**config.mk**
```make
export PLATFORM = sky130hd
export DESIGN_NAME = wr_fault_injector
export DESIGN_NICKNAME = d
export VERILOG_FILES = /design/src/rtl/wfi_pkg.sv /design/src/rtl/wfi_cfg_regs.sv /design/src/rtl/wfi_addr_match.sv /design/src/rtl/wfi_stage.sv /design/src/rtl/wr_fault_injector.sv
export SDC_FILE = /design/constraint.sdc
export NUM_CORES = 1
export LEC_CHECK = 0
export BUFFER_PORTS_ARGS = -buffer_cell sky130_fd_sc_hd__buf_2
export CAP_MARGIN = 40
export CORE_AREA = 4 4 506 508
export DETAILED_ROUTE_END_ITERATION = 16
export DIE_AREA = 0 0 510 512
export REMOVE_ABC_BUFFERS = 1
export SLEW_MARGIN = 20
export SYNTH_ARGS = -nofsm -noshare
export SYNTH_HDL_FRONTEND = slang
export SYNTH_SLANG_ARGS = --single-unit
```
**constraint.sdc**
```tcl
create_clock -name clk -period 18.4 [get_ports clk]
set_input_delay 1.84 -clock clk [delete_from_list [all_inputs] [get_ports clk]]
set_output_delay 1.84 -clock clk [all_outputs]
set_load 0.1 [all_outputs]
```
**src/rtl/wfi_pkg.sv**
```systemverilog
package wfi_pkg;
  parameter int COL_W   = 14;
  parameter int PAGE_W  = 16;
  parameter int BANK_W  = 4;
  parameter int RANK_W  = 2;
  parameter int DIMM_W  = 2;
  parameter int LOC_W   = COL_W + PAGE_W + BANK_W + RANK_W + DIMM_W;
  parameter int MATCH_W = 42;
  parameter int CTRL_W  = 5;
  parameter int NHALF   = 2;

  parameter int PAGE_LSB = COL_W;
  parameter int BANK_LSB = PAGE_LSB + PAGE_W;
  parameter int RANK_LSB = BANK_LSB + BANK_W;
  parameter int DIMM_LSB = RANK_LSB + RANK_W;

  parameter int WC_COL  = 37;
  parameter int WC_PAGE = 38;
  parameter int WC_BANK = 39;
  parameter int WC_RANK = 40;
  parameter int WC_DIMM = 41;

  parameter int CB_REPEAT = 0;
  parameter int CB_HALF   = 1;
  parameter int CB_ECC    = 3;
  parameter int CB_PAR    = 4;

  typedef enum logic [2:0] {
    RA_MATCH_LO = 3'd0,
    RA_MATCH_HI = 3'd1,
    RA_FLIP     = 3'd2,
    RA_CTRL     = 3'd3,
    RA_CLRCNT   = 3'd4
  } reg_addr_e;
endpackage

```
**src/rtl/wfi_cfg_regs.sv**
```systemverilog
module wfi_cfg_regs
  import wfi_pkg::*;
#(
  parameter int FLIP_W = 32,
  parameter int CNT_W  = 16
) (
  input  logic               clk,
  input  logic               rst,
  input  logic               cfg_we,
  input  logic [2:0]         cfg_addr,
  input  logic [31:0]        cfg_wdata,
  input  logic               fire,
  output logic [MATCH_W-1:0] match_q,
  output logic [FLIP_W-1:0]  flip_q,
  output logic [CTRL_W-1:0]  ctrl_q,
  output logic               armed_q,
  output logic [CNT_W-1:0]   count_q
);
  localparam int HI_W = MATCH_W - 32;

  logic wr_param, wr_ctrl, wr_clr;
  assign wr_ctrl  = cfg_we && (cfg_addr == RA_CTRL);
  assign wr_clr   = cfg_we && (cfg_addr == RA_CLRCNT);
  assign wr_param = cfg_we && ((cfg_addr == RA_MATCH_LO) ||
                               (cfg_addr == RA_MATCH_HI) ||
                               (cfg_addr == RA_FLIP));

  always_ff @(posedge clk) begin
    if (rst) begin
      match_q <= '0;
      flip_q  <= '0;
      ctrl_q  <= '0;
    end else if (cfg_we) begin
      case (cfg_addr)
        RA_MATCH_LO: match_q[31:0]        <= cfg_wdata;
        RA_MATCH_HI: match_q[MATCH_W-1:32] <= cfg_wdata[HI_W-1:0];
        RA_FLIP:     flip_q               <= cfg_wdata[FLIP_W-1:0];
        RA_CTRL:     ctrl_q               <= cfg_wdata[CTRL_W-1:0];
        default: ;
      endcase
    end
  end

  always_ff @(posedge clk) begin
    if (rst)
      armed_q <= 1'b0;
    else if (wr_ctrl)
      armed_q <= cfg_wdata[CB_ECC] | cfg_wdata[CB_PAR];
    else if (wr_param)
      armed_q <= 1'b0;
    else if (fire && !ctrl_q[CB_REPEAT])
      armed_q <= 1'b0;
  end

  always_ff @(posedge clk) begin
    if (rst)
      count_q <= '0;
    else if (wr_clr)
      count_q <= '0;
    else if (fire && (count_q != {CNT_W{1'b1}}))
      count_q <= count_q + 1'b1;
  end
endmodule

```
**src/rtl/wfi_addr_match.sv**
```systemverilog
module wfi_addr_match
  import wfi_pkg::*;
(
  input  logic               three_dimm,
  input  logic [MATCH_W-1:0] match_w,
  input  logic [LOC_W-1:0]   loc,
  output logic               hit
);
  logic [COL_W-1:0]  col;
  logic [PAGE_W-1:0] page;
  logic [BANK_W-1:0] bank;
  logic [RANK_W-1:0] rank;
  logic [DIMM_W-1:0] dimm;
  logic eq_col, eq_page, eq_bank, eq_rank, eq_dimm;

  assign col  = loc[COL_W-1:0];
  assign page = loc[PAGE_LSB +: PAGE_W];
  assign bank = loc[BANK_LSB +: BANK_W];
  assign rank = loc[RANK_LSB +: RANK_W];
  assign dimm = loc[DIMM_LSB +: DIMM_W];

  always_comb begin
    eq_col  = match_w[WC_COL]  || (col  == match_w[13:0]);
    eq_page = match_w[WC_PAGE] || (page == match_w[29:14]);
    eq_bank = match_w[WC_BANK] || (bank == match_w[33:30]);
    if (three_dimm) begin
      eq_rank = rank[0] == match_w[34];
      eq_dimm = dimm    == match_w[36:35];
    end else begin
      eq_rank = rank    == match_w[35:34];
      eq_dimm = dimm[0] == match_w[36];
    end
    eq_rank = eq_rank || match_w[WC_RANK];
    eq_dimm = eq_dimm || match_w[WC_DIMM];
    hit = eq_col && eq_page && eq_bank && eq_rank && eq_dimm;
  end
endmodule

```
**src/rtl/wfi_stage.sv**
```systemverilog
module wfi_stage
  import wfi_pkg::*;
#(
  parameter int DATA_W = 512,
  parameter int FLIP_W = 32
) (
  input  logic                    clk,
  input  logic                    rst,
  input  logic                    in_valid,
  output logic                    in_ready,
  input  logic                    in_we,
  input  logic [LOC_W-1:0]        in_loc,
  input  logic [DATA_W-1:0]       in_data,
  input  logic [NHALF*FLIP_W-1:0] in_ecc,
  input  logic                    in_par,
  input  logic                    fire,
  input  logic                    do_ecc,
  input  logic                    do_par,
  input  logic [1:0]              half_sel,
  input  logic [FLIP_W-1:0]       flip,
  output logic                    out_valid,
  input  logic                    out_ready,
  output logic                    out_we,
  output logic [LOC_W-1:0]        out_loc,
  output logic [DATA_W-1:0]       out_data,
  output logic [NHALF*FLIP_W-1:0] out_ecc,
  output logic                    out_par
);
  localparam int ECC_W = NHALF * FLIP_W;

  logic [ECC_W-1:0] flip_vec;
  logic             adv;

  for (genvar h = 0; h < NHALF; h++) begin : g_half
    assign flip_vec[h*FLIP_W +: FLIP_W] =
      (half_sel[h] || (half_sel == 2'b00)) ? flip : '0;
  end

  assign adv      = !out_valid || out_ready;
  assign in_ready = adv;

  always_ff @(posedge clk) begin
    if (rst)
      out_valid <= 1'b0;
    else if (adv)
      out_valid <= in_valid;
  end

  always_ff @(posedge clk) begin
    if (adv) begin
      out_we   <= in_we;
      out_loc  <= in_loc;
      out_data <= in_data;
      out_ecc  <= (fire && do_ecc) ? (in_ecc ^ flip_vec) : in_ecc;
      out_par  <= in_par ^ (fire && do_par);
    end
  end
endmodule

```
**src/rtl/wr_fault_injector.sv**
```systemverilog
module wr_fault_injector
  import wfi_pkg::*;
#(
  parameter int DATA_W = 512,
  parameter int FLIP_W = 32,
  parameter int CNT_W  = 16
) (
  input  logic                    clk,
  input  logic                    rst,
  input  logic                    cfg_we,
  input  logic [2:0]              cfg_addr,
  input  logic [31:0]             cfg_wdata,
  input  logic                    three_dimm,
  input  logic                    in_valid,
  output logic                    in_ready,
  input  logic                    in_we,
  input  logic [LOC_W-1:0]        in_loc,
  input  logic [DATA_W-1:0]       in_data,
  input  logic [NHALF*FLIP_W-1:0] in_ecc,
  input  logic                    in_par,
  output logic                    out_valid,
  input  logic                    out_ready,
  output logic                    out_we,
  output logic [LOC_W-1:0]        out_loc,
  output logic [DATA_W-1:0]       out_data,
  output logic [NHALF*FLIP_W-1:0] out_ecc,
  output logic                    out_par,
  output logic                    armed,
  output logic [CNT_W-1:0]        inj_count
);
  logic [MATCH_W-1:0] match_q;
  logic [FLIP_W-1:0]  flip_q;
  logic [CTRL_W-1:0]  ctrl_q;
  logic               hit;
  logic               fire;

  wfi_cfg_regs #(.FLIP_W(FLIP_W), .CNT_W(CNT_W)) u_regs (
    .clk(clk), .rst(rst), .cfg_we(cfg_we), .cfg_addr(cfg_addr),
    .cfg_wdata(cfg_wdata), .fire(fire), .match_q(match_q),
    .flip_q(flip_q), .ctrl_q(ctrl_q), .armed_q(armed), .count_q(inj_count)
  );

  wfi_addr_match u_match (
    .three_dimm(three_dimm), .match_w(match_q), .loc(in_loc), .hit(hit)
  );

  assign fire = in_valid && in_ready && in_we && armed && hit;

  wfi_stage #(.DATA_W(DATA_W), .FLIP_W(FLIP_W)) u_stage (
    .clk(clk), .rst(rst), .in_valid(in_valid), .in_ready(in_ready),
    .in_we(in_we), .in_loc(in_loc), .in_data(in_data), .in_ecc(in_ecc),
    .in_par(in_par), .fire(fire), .do_ecc(ctrl_q[CB_ECC]),
    .do_par(ctrl_q[CB_PAR]), .half_sel(ctrl_q[CB_HALF +: 2]),
    .flip(flip_q), .out_valid(out_valid), .out_ready(out_ready),
    .out_we(out_we), .out_loc(out_loc), .out_data(out_data),
    .out_ecc(out_ecc), .out_par(out_par)
  );
endmodule

```
Word level (Yosys, flattened, before mapping) --
Cells that the tools add are included. Widths: inputs -> output; s select.
Word-level totals: flip-flop bits (word level) 713, bits of input ports 657, logic and storage cells 71
Operators by class: add/sub/neg operators 1, equality and inequality tests 12, multiplexer cells 8, bitwise operators 3, reduce and logical (&&, ||, !) cells 35
Operators with widths (number):
- $mux 32 | 2
- $mux 64 | 1
- $xor 64x64->64 | 1
- $add 16x1->16 const B | 1
- $eq 16x16->1 | 1
- $ne 16x16->1 const B | 1
- $logic_and 1x1->1 | 15
- $eq 14x14->1 | 1
- $logic_or 1x1->1 | 10
- $reduce_and 2->1 | 4
- $eq 3x2->1 const B | 2
- $mux 1 | 5
- $eq 2x2->1 | 2
- $eq 4x4->1 | 1
- $eq 3x1->1 const B | 1
- $eq 3x3->1 const B | 1
- $logic_not 3->1 | 1
- $reduce_bool 3->1 | 1
- $eq 1x1->1 | 2
- $logic_not 1->1 | 2
- $logic_not 2->1 | 1
- $reduce_or 2->1 | 1
- $or 1x1->1 | 1
- $xor 1x1->1 | 1

Longest topological paths before layout --
Gate-level depths: netlist of the first run.
word-level depth 11, gate-level depth with buffers 8, mapped depth without buffers 7

By module --
A second synthesis of the first run with hierarchy kept.
Unflattened totals: cell total of the unflattened synthesis 1272, area total of the unflattened synthesis 23834.1 um2
Modules (own cells, without submodules):
- wfi_stage | times used 1, cells an instance 766, area an instance 19712.7 um2, sequential area each 18517.8 um2
- wfi_cfg_regs | times used 1, cells an instance 447, area an instance 3639.7 um2, sequential area each 1921.8 um2
- wfi_addr_match | times used 1, cells an instance 56, area an instance 469.2 um2, sequential area each 0.0 um2
- wr_fault_injector | times used 1, cells an instance 3, area an instance 12.5 um2, sequential area each 0.0 um2

Worst setup path before layout of the first run --
No wires, ideal clock.
path type input port to flip-flop, from input port out_ready, to register u_stage.out_ecc[43], data pin, setup time 0.271 ns, data arrival time 19.760 ns, data required time 18.129 ns, slack -1.632 ns, stages 8, path buffers 2, cells stage by stage nand2b_1 nand4_1 nor4_2 o211ai_2 buf_6 buf_6 nor4_1 xor2_1
On the way: cells in the longest elaborated chain, start to end 7
RTL lines:
- start, declared | RTL line wr_fault_injector.sv:22 | input logic out_ready,
- $logic_or 1x1->1 | RTL line wfi_stage.sv:39 | assign adv = !out_valid || out_ready;
- $logic_and 1x1->1 (4 in a row) | RTL line wr_fault_injector.sv:47 | assign fire = in_valid && in_ready && in_we && armed && hit;
- $logic_and 1x1->1 | RTL line wfi_stage.sv:54 | out_ecc <= (fire && do_ecc) ? (in_ecc ^ flip_vec) : in_ecc;
- $mux 64 | RTL line wfi_stage.sv:54
- end signal, assigned | RTL line wfi_stage.sv:54
- end, declared | RTL line wfi_stage.sv:26 | output logic [NHALF*FLIP_W-1:0] out_ecc,
Every way passes these cells. A chain may end at the register's enable or synchronous reset.

Worst setup path in the final report of the first run --
from input port out_ready, to output port in_ready
On the way: cells in the longest elaborated chain, start to end 1
RTL lines:
- $logic_or 1x1->1 | RTL line wfi_stage.sv:39
- end, declared | RTL line wr_fault_injector.sv:15 | output logic in_ready,
Every way passes these cells.

==> results.yml, run 1 <==
synthesis:
  post_syn_area_um2: 24200
  synth_warnings: 0
  synth.lib_cells_used.distinct: 40
  ys_ff_latch: 713
  post_synth.cell_area_avg_um2: 18.3
  synth.yosys.seq_area_share_pct: 84.4
  synthesis.instances: 1323
grt:
  number_of_antenna_violations_at_the_first_check_in_global_routing: 244
  grt.overflow.total: 0
  vias_in_the_first_global_route: 18700
  grt_pass1_wl_um: 243000
  grt_max_degree: 75
  global_route.usage.total_pct: 15.0
timing:
  unrepaired_setup_endpoints_after_global_routing: "no"
  number_of_max_slew_violations_in_the_final_report: 0
  accumulated_negative_setup_slack_ns: 0
  max_freq_mhz: 201
  max-slew-margin-rel_pct: 45.1
  finalCriticalPeriod_ns: 4.98
  setup_violations: 0
  timing_hold_violations_final: 0
  clock-skew-final_ns: 0.0379
  worstMarginPinSlew_ns: 0.823
  post-route-period-util_pct: 27.1
worst_setup_path:
  timing.critical_path.fanout_max: 34
  worstSetupPathType: "input pin to output pin"
  cp-end-kind: "output pin"
  worst_ep_required_time_ns: 16.56
  critPathArrivalTime_ns: 3.14
  critical_path_start_type: "input pin"
placed_design:
  portBuffers: 1291
  gp_routability_congestion: 1.16
  hpwl_um: 181000
  placedCellCount: 5929
route:
  drt-vias-per-instance: 3.17
  wirelength_um: 206000
  drtIter0Drc: 1693
  routed_length_per_instance_um: 33.4
  drc_errors: 0
  vias: 19500
  drt_first_pass_iters: 5
  number_of_nets_with_antenna_violations_after_routing: 0
final_layout:
  layout.nets: 3334
  fraction_of_layout_instances_using_a_drive_strength_above_1_pct: 54.9
  register_area_um2: 20400
  fillerInstances: 28000
  multi_input_area_um2: 3520
  finish.cell_count_without_fillers: 6158
  layout-area-overhead-vs-synth_pct: 57.1
floorplan:
  io_pins: 1292
  height_of_the_die_um: 512
  die_w_um: 510
  placementRows: 184
  starting_density_pct: 9.64
  area_enclosed_by_the_die_boundary_um2: 261000
  core_area_um2: 251000
power:
  power.ir.vdd_worst_mv: 0.0647
  powerDensity_nw_per_um2: 125
  leakagePower_nw: 14.7
  p_total_mw: 4.75
run:
  max_cap_viol_count: 0
clocking:
  cts-root-to-sink-buffers: 3
  cts_inserted_buffers: 88
  clock_insertion_delay_worst_skew_ns: 0.74
  clk_root_buffer_cell: "sky130_fd_sc_hd__clkbuf_16"
  cts_tree: "built"
  post_cts_resize_count: 0
  ctsHoldBuffers: 0
  cts.repair_timing.setup_buffer_count: 0
  count_of_h_tree_levels_built_during_cts: 3
  cts.sink_count: 713
  path_clk_slew_ns: 0.06
outcome:
  run_status: "completed"
hold_path:
  hold_path.class: "flop to flop"
-- sequential cells by signal (all words and copies together) (netlist names) --
signal / cells
u_stage.out_loc: 38
u_regs.count_q: 16
u_regs.armed_q: 1
u_regs.flip_q: 32
u_stage.out_valid: 1
u_regs.ctrl_q: 5
u_stage.out_we: 1
u_regs.match_q: 42
u_stage.out_par: 1
u_stage.out_data: 512
u_stage.out_ecc: 64
-- cells in the final DEF, fill, tap and decap left out, types with 6 or more instances in the layout --
| cell | synthesis | routed |
|---|---|---|
| sky130_fd_sc_hd__dfxtp_1 | 97 | 96 |
| sky130_fd_sc_hd__or4_1 | 11 | 11 |
| sky130_fd_sc_hd__diode_2 | 0 | 60 |
| sky130_fd_sc_hd__clkinv_2 | 0 | 8 |
| sky130_fd_sc_hd__nor2_1 | 12 | 11 |
| sky130_fd_sc_hd__xor2_1 | 66 | 66 |
| sky130_fd_sc_hd__nand4_1 | 10 | 10 |
| sky130_fd_sc_hd__nor4_1 | 21 | 21 |
| sky130_fd_sc_hd__nor3_1 | 6 | 6 |
| sky130_fd_sc_hd__nor4_2 | 46 | 45 |
| sky130_fd_sc_hd__edfxtp_1 | 616 | 616 |
| sky130_fd_sc_hd__xnor2_1 | 38 | 38 |
| sky130_fd_sc_hd__buf_2 | 5 | 1290 |
| sky130_fd_sc_hd__a21oi_1 | 84 | 84 |
| sky130_fd_sc_hd__clkbuf_16 | 0 | 90 |
| sky130_fd_sc_hd__inv_6 | 0 | 10 |
| sky130_fd_sc_hd__nand2_1 | 194 | 194 |
| sky130_fd_sc_hd__mux2i_1 | 8 | 8 |
| sky130_fd_sc_hd__buf_4 | 0 | 19 |
| sky130_fd_sc_hd__o31ai_1 | 11 | 11 |
| sky130_fd_sc_hd__clkbuf_1 | 36 | 19 |
| sky130_fd_sc_hd__nand3_1 | 10 | 10 |
| sky130_fd_sc_hd__clkinv_1 | 0 | 14 |
-- power breakdown --
part	leakage (nW)	total, mW	switching [mW]	internal [mW]
Clock	1.41	1.79	0.797	0.997
Combinational	6.16	1.05	0.926	0.124
Sequential	7.17	1.91	0.0435	1.87
Total	14.7	4.75	1.77	2.99
-- path summary, 6_finish.rpt --
kind | end | startpoint | cells past startpoint | slack, ns
max | in_ready | out_ready | 3 | 13.42
min reg2reg | u_regs.flip_q[1] | u_regs.flip_q[1] | 2 | 0.46
max reg2reg | u_stage.out_data[140] | u_stage.out_valid | 4 | 14.78
min | u_regs.flip_q[1] | u_regs.flip_q[1] | 2 | 0.46
-- worst max-delay path, cell delays in order --
cell	delay, ns
sky130_fd_sc_hd__buf_2	0.08
sky130_fd_sc_hd__nand2b_4	0.54
sky130_fd_sc_hd__buf_2	0.58
-- cell families after synthesis --
group / after synthesis / share of synthesized area (%)
flip-flops: 713 / 84.4
AND/OR/NAND/NOR: 331 / 7.62
AO/OA/AOI/OAI: 108 / 2.53
XOR/XNOR: 104 / 3.76
buffers and inverters: 58 / 1.30
multiplexers: 8 / 0.331
adder cells (fa/ha/maj): 1 / 0.0517
-- synth_stat cells, drive strengths merged --
library cell,instances,area [um2]
a211o,1,8.76
a21oi,84,420
a311o,1,10.0
a31o,1,8.76
a31oi,1,6.26
a41oi,1,8.76
and2,1,6.26
and3,4,25.0
and4,1,8.76
buf,21,175
clkbuf,36,135
dfxtp,97,1940
edfxtp,616,18500
ha,1,12.5
inv,1,3.75
mux2i,8,80.1
nand2,194,728
nand2b,5,31.3
nand3,10,50.1
nand4,10,62.6
nor2,13,51.3
nor2b,3,18.8
nor3,6,30.0
nor3b,3,22.5
nor4,67,707
o211a,1,10.0
o211ai,5,42.5
o21ai,1,5.00
o31ai,11,82.6
o32ai,1,8.76
or2,2,12.5
or3b,1,8.76
or4,11,82.6
xnor2,38,333
xor2,66,578
-- routing by layer --
layer	GRT usage [%]	vias up	part of all wire [%]	wire length [um]
met5	2.22	-	0.50	1040
met4	4.41	56	3.9	8040
met3	10.7	523	17	35400
met2	25.1	1718	47	96000
met1	14.5	9433	32	65400
li1	-	7791	-	-
-- layout make-up --
| cell class | count | share of cell area (%) |
|---|---|---|
| inverters | 1 | 0.00987 |
| clock inverters | 52 | 1.42 |
| clock buffers | 112 | 6.22 |
| diodes | 60 | 0.395 |
| multi-input cells | 552 | 9.26 |
| well taps | 3348 | 11.0 |
| repair buffers | 1320 | 17.9 |
| flip-flops and latches | 713 | 53.7 |
-- stage by stage --
step           setup WS, ns  util (%)  area [um2]  hold slack, ns
2_1_floorplan         -3.00         -       23900           0.429
3_3_place_gp          13.01      13.8       34700           0.442
3_5_place_dp          12.91      13.9       34900           0.448
4_1_cts               13.38      15.0       37800           0.456
5_1_grt               13.38      15.1       38000           0.474
6_report              13.42      15.1       38000           0.456
Power figures use the tool's default switching activity.
==> run 2: changes to the inputs <==
==> constraint.sdc (replaced) <==
create_clock -name clk -period 5.2 [get_ports clk]
set_input_delay 0.52 -clock clk [delete_from_list [all_inputs] [get_ports clk]]
set_output_delay 0.52 -clock clk [all_outputs]
set_load 0.1 [all_outputs]
==> results.yml, run 2 (same netlist as run 1, synthesis figures left out) <==
final_layout:
  final_cell_mix: "sky130_fd_sc_hd__buf_2 (1290), sky130_fd_sc_hd__edfxtp_1 (616), sky130_fd_sc_hd__dlygate4sd3_1 (571)"
  final_common_cell: "sky130_fd_sc_hd__buf_2"
  largest_register_by_flop_count: "u_stage.out_data"
  layout-area-overhead-vs-synth_pct: 81.3
  postLayoutCoreUtil_pct: 17.5
  fillerInstances: 27500
  fraction_of_layout_instances_using_a_drive_strength_above_1_pct: 45.9
  biggest_registers_after_layout: "u_stage.out_data x512, u_stage.out_ecc x64, u_regs.match_q x42"
  post-route-cell-area_um2: 43900
  layout.nets: 3911
  max_reg_flops: 512
grt:
  grt.overflow.total: 0
  globalRouteMet3Util_pct: 9.99
  grt_pass1_wl_um: 257000
  global_route.usage.total_pct: 15.7
  number_of_antenna_violations_at_the_first_check_in_global_routing: 159
  grt_max_degree: 138
  global_route.peak_usage_layer: "met2"
  use_met2_pct: 26.7
  vias_in_the_first_global_route: 21800
  global_route.usage.met1_pct: 15.9
floorplan:
  io_pins: 1292
  starting_density_pct: 9.64
  core_area_um2: 251000
  die_w_um: 510
  area_enclosed_by_the_die_boundary_um2: 261000
  placementRows: 184
  height_of_the_die_um: 512
worst_setup_path:
  timing.critical_path.fanout_max: 19
  endpoint: "u_stage.out_ecc[3]"
  worst_path_largest_cell_delay_ns: 0.88
  worstRegToRegCells: 8
  worstSetupPathType: "input pin to flop"
  worst_ep_required_time_ns: 5.63
  critPathArrivalTime_ns: 3.87
  rr_startpoint: "u_regs.match_q[23]"
  critical-path-slowest-cell: "sky130_fd_sc_hd__nor4_4"
  path_cells: "dlygate4sd3_1 > buf_2 > xnor2_1 > nand4_1 > nor4_4 > nor2_4 > buf_16 > buf_4 > nor4_1 > xor2_1"
  critical_path_startpoint: "in_loc[28]"
  cp-end-kind: "flop"
  regToRegSetupSlack_ns: 1.91
  critical_path_start_type: "input pin"
  worst_r2r_endpoint: "u_stage.out_ecc[3]"
power:
  powerDensity_nw_per_um2: 402
  p_total_mw: 17.6
  leakagePower_nw: 17.2
  power.ir.vdd_worst_mv: 0.282
clocking:
  cts.sink_count: 713
  path_clk_slew_ns: 0.06
  clk_root_buffer_cell: "sky130_fd_sc_hd__clkbuf_16"
  cts-root-to-sink-buffers: 3
  cts_tree: "built"
  clock_insertion_delay_worst_skew_ns: 0.74
  cts.repair_timing.setup_buffer_count: 0
  cts_inserted_buffers: 95
  count_of_h_tree_levels_built_during_cts: 3
outcome:
  run_status: "completed"
timing:
  finalCriticalPeriod_ns: 3.44
  max-slew-margin-rel_pct: 29.0
  post-route-period-util_pct: 66.1
  unrepaired_setup_endpoints_after_global_routing: "no"
  timing_hold_violations_final: 0
  setup_violations: 0
  clock-skew-final_ns: 0.0521
  number_of_max_slew_violations_in_the_final_report: 0
  worstMarginPinSlew_ns: 1.07
  max_freq_mhz: 291
route:
  routed_length_per_instance_um: 31.7
  drt-vias-per-instance: 3.14
  drt_first_pass_iters: 6
  vias: 21100
  wirelength_um: 213000
  drc_errors: 0
  number_of_nets_with_antenna_violations_after_routing: 0
  drtIter0Drc: 1501
hold_path:
  hold_path.class: "input pin to flop"
placed_design:
  total_cell_area_at_the_placement_stage_um2: 34900
  hpwl_um: 184000
  portBuffers: 1291
  gp_routability_congestion: 1.03
run:
  max_cap_viol_count: 0
run 2: changes by cell type in the layout (fill, tap and decap cells not counted), sizes merged:
cell	before	now
bufinv	5	7
clkbuf	113	115
clkinv	31	42
clkinvlp	3	4
diode	60	35
dlygate4sd3	0	571
inv	14	13
run 2: power by group:
part	internal [mW]	total [mW]	switching (mW)
sequential	6.61	6.77	0.154
clock	3.80	6.72	2.92
combinational	0.719	4.15	3.43
total	11.1	17.6	6.51
run 2: through the flow:
| step | hold slack [ns] | std cells | setup slack (ns) | setup TNS [ns] |
|---|---|---|---|---|
| final | 0.0899 | 6719 | 1.76 | 0 |
| after global routing | 0.0243 | 6712 | 1.65 | 0 |
| after CTS | 0.00277 | 6683 | 1.86 | 0 |
| after detailed placement | 0.446 | 5932 | 1.64 | 0 |
| after global placement | 0.443 | 5925 | 1.67 | 0 |
| after floorplan | 0.429 | 1266 | -14.88 | -8531.58 |
run 2: timing repair:
item / CTS / global route
hold buffers: 571 / 0
endpoints found under the hold margin: 583 / 0
resized for setup: 0 / 0
run 2: worst max-delay path: cells and delay by family:
| family | cells | cell delay [ns] |
|---|---|---|
| AND/OR/NAND/NOR | 4 | 1.81 |
| XOR/XNOR | 2 | 0.26 |
| buffers and inverters | 4 | 1.23 |
run 2: cell type report:
cell class | instances | area [um2] | share of cell area [%]
flip-flops and latches | 713 | 20400 | 46.6
repair buffers | 1890 | 12500 | 28.5
well taps | 3348 | 4190 | 9.54
multi-input cells | 552 | 3520 | 8.02
clock buffers | 115 | 2480 | 5.65
clock inverters | 65 | 656 | 1.49
diodes | 35 | 87.6 | 0.200
inverters | 1 | 3.75 | 0.00855
run 2: routing by layer:
metal | share of wire, % | up-vias
met1 | 35 | 10300
met2 | 47 | 1446
met4 | 3.1 | 36
met5 | 0.11 | -
li1 | - | 8908
met3 | 15 | 409
run 2: worst min-delay path by stage:
| stage | endpoint | cells past startpoint | slack [ns] | startpoint |
|---|---|---|---|---|
| after global placement | u_regs.flip_q[3] | 2 | 0.44 | u_regs.flip_q[3] |
| after detailed placement | u_regs.flip_q[8] | 2 | 0.45 | u_regs.flip_q[8] |
| final | u_stage.out_ecc[7] | 2 | 0.09 | in_ecc[7] |
| after floorplan | u_regs.match_q[41] | 2 | 0.43 | u_regs.match_q[41] |
| after CTS | u_stage.out_ecc[50] | 2 | 0.003 | in_ecc[50] |
| after global routing | u_stage.out_loc[7] | 1 | 0.02 | in_loc[7] |
==> run 3: changes to the inputs <==
==> constraint.sdc (replaced) <==
create_clock -name clk -period 3.6 [get_ports clk]
set_input_delay 0.36 -clock clk [delete_from_list [all_inputs] [get_ports clk]]
set_output_delay 0.36 -clock clk [all_outputs]
set_load 0.1 [all_outputs]
==> results.yml, run 3 (same netlist as run 1, synthesis figures left out) <==
final_layout:
  postLayoutCoreUtil_pct: 17.9
  biggest_registers_after_layout: "u_stage.out_data x512, u_stage.out_ecc x64, u_regs.match_q x42"
  post-route-cell-area_um2: 44900
  finish.cell_count_without_fillers: 6801
  layout.nets: 3993
  largest_register_by_flop_count: "u_stage.out_data"
  fillerInstances: 27400
  final_cell_mix: "sky130_fd_sc_hd__buf_2 (1291), sky130_fd_sc_hd__dlygate4sd3_1 (648), sky130_fd_sc_hd__edfxtp_1 (616)"
  final_common_cell: "sky130_fd_sc_hd__buf_2"
  fraction_of_layout_instances_using_a_drive_strength_above_1_pct: 45.0
  max_reg_flops: 512
  layout-area-overhead-vs-synth_pct: 85.6
floorplan:
  io_pins: 1292
  core_area_um2: 251000
  placementRows: 184
  starting_density_pct: 9.64
  area_enclosed_by_the_die_boundary_um2: 261000
  height_of_the_die_um: 512
  die_w_um: 510
route:
  wirelength_um: 214000
  drtIter0Drc: 1747
  wl_met1_um: 76600
  drc_errors: 0
  routed_length_per_instance_um: 31.5
  highest_metal_layer_with_signal_wires: "met5"
  met2WireLength_um: 101000
  vias: 21300
  number_of_nets_with_antenna_violations_after_routing: 0
  drt_first_pass_iters: 6
  drt-vias-per-instance: 3.14
  met3_length_um: 29300
power:
  leakagePower_nw: 17.7
  powerDensity_nw_per_um2: 585
  power.ir.vdd_worst_mv: 0.371
  p_total_mw: 26.3
grt:
  grt_max_degree: 162
  grt.overflow.total: 0
  global_route.usage.total_pct: 15.7
  vias_in_the_first_global_route: 21900
  number_of_antenna_violations_at_the_first_check_in_global_routing: 141
  grt_pass1_wl_um: 259000
timing:
  worstMarginPinSlew_ns: 1.04
  finalCriticalPeriod_ns: 2.87
  max_freq_mhz: 348
  timing_hold_violations_final: 0
  setup_violations: 0
  postLayoutSetupSlackWorst_ns: 0.731
  max-slew-margin-rel_pct: 30.9
  accumulated_negative_setup_slack_ns: 0
  number_of_max_slew_violations_in_the_final_report: 0
  post-route-period-util_pct: 79.7
  clock-skew-final_ns: 0.0476
  unrepaired_setup_endpoints_after_global_routing: "no"
  timing.hold.ws_ns: 0.0658
worst_setup_path:
  worst_ep_required_time_ns: 3.24
  critical_path_start_type: "flop"
  worstSetupPathType: "flop to output pin"
  critPathArrivalTime_ns: 2.51
  cp-end-kind: "output pin"
  timing.critical_path.fanout_max: 104
clocking:
  cts_tree: "built"
  clock_insertion_delay_worst_skew_ns: 0.72
  path_clk_slew_ns: 0.06
  clk_root_buffer_cell: "sky130_fd_sc_hd__clkbuf_16"
  cts-root-to-sink-buffers: 3
  ctsHoldBuffers: 648
  count_of_h_tree_levels_built_during_cts: 3
  cts_inserted_buffers: 97
  post_cts_resize_count: 0
  cts.sink_count: 713
  cts.repair_timing.setup_buffer_count: 0
placed_design:
  portBuffers: 1291
  placedCellCount: 5935
  total_cell_area_at_the_placement_stage_um2: 35000
  hpwl_um: 183000
  gp_routability_congestion: 1.00
  post-place-ws_ns: 0.651
hold_path:
  hold_path.class: "input pin to flop"
outcome:
  run_status: "completed"
run:
  max_cap_viol_count: 0
==> run 3: cell types whose count changed in the layout (fill, tap and decap cells not counted), moves of 3 or more <==
| cell | previous run | this run |
|---|---|---|
| sky130_fd_sc_hd__clkbuf_16 | 95 | 99 |
| sky130_fd_sc_hd__diode_2 | 35 | 41 |
| sky130_fd_sc_hd__clkinvlp_4 | 4 | 11 |
| sky130_fd_sc_hd__dlygate4sd3_1 | 571 | 648 |
| sky130_fd_sc_hd__clkinv_1 | 11 | 8 |
| sky130_fd_sc_hd__bufinv_16 | 7 | 13 |
| sky130_fd_sc_hd__clkbuf_1 | 17 | 12 |
| sky130_fd_sc_hd__clkinv_2 | 19 | 11 |
| sky130_fd_sc_hd__buf_12 | 4 | 9 |
==> run 3: per-layer routing <==
metal	vias up	GRT usage (%)
li1	9054	-
met1	10400	16.7
met2	1451	26.6
met3	415	9.09
met4	22	4.12
met5	-	0
==> run 3: cell type report <==
| type | count | area (um2) | share of cell area [%] |
|---|---|---|---|
| Sequential cell | 713 | 20400 | 45.5 |
| Timing Repair Buffer | 1970 | 13400 | 29.7 |
| Tap cell | 3348 | 4190 | 9.32 |
| Multi-Input combinational cell | 552 | 3510 | 7.82 |
| Clock buffer | 116 | 2590 | 5.77 |
| Clock inverter | 60 | 749 | 1.67 |
| Antenna cell | 41 | 103 | 0.228 |
| Inverter | 1 | 3.75 | 0.00835 |
==> run 3: power breakdown <==
part | leakage [nW] | switching [mW] | internal, mW
Combinational | 8.88 | 5.01 | 1.10
Clock | 1.60 | 4.28 | 6.10
Sequential | 7.17 | 0.232 | 9.55
==> run 3: path summary, 6_finish.rpt <==
check        cells after the start                from                 end  slack, ns
min                              3        cfg_wdata[1]    u_regs.flip_q[1]       0.07
max reg2reg                      9  u_regs.match_q[24]  u_stage.out_ecc[0]       0.79
min reg2reg                      2    u_regs.flip_q[3]    u_regs.flip_q[3]       0.46
max                              3   u_stage.out_valid            in_ready       0.73
==> run 3: critical path, stage by stage (launching register included) <==
cell                       delay [ns]
sky130_fd_sc_hd__dfxtp_1         0.33
sky130_fd_sc_hd__nand2b_4        0.26
sky130_fd_sc_hd__buf_12          0.33
sky130_fd_sc_hd__buf_2           0.56
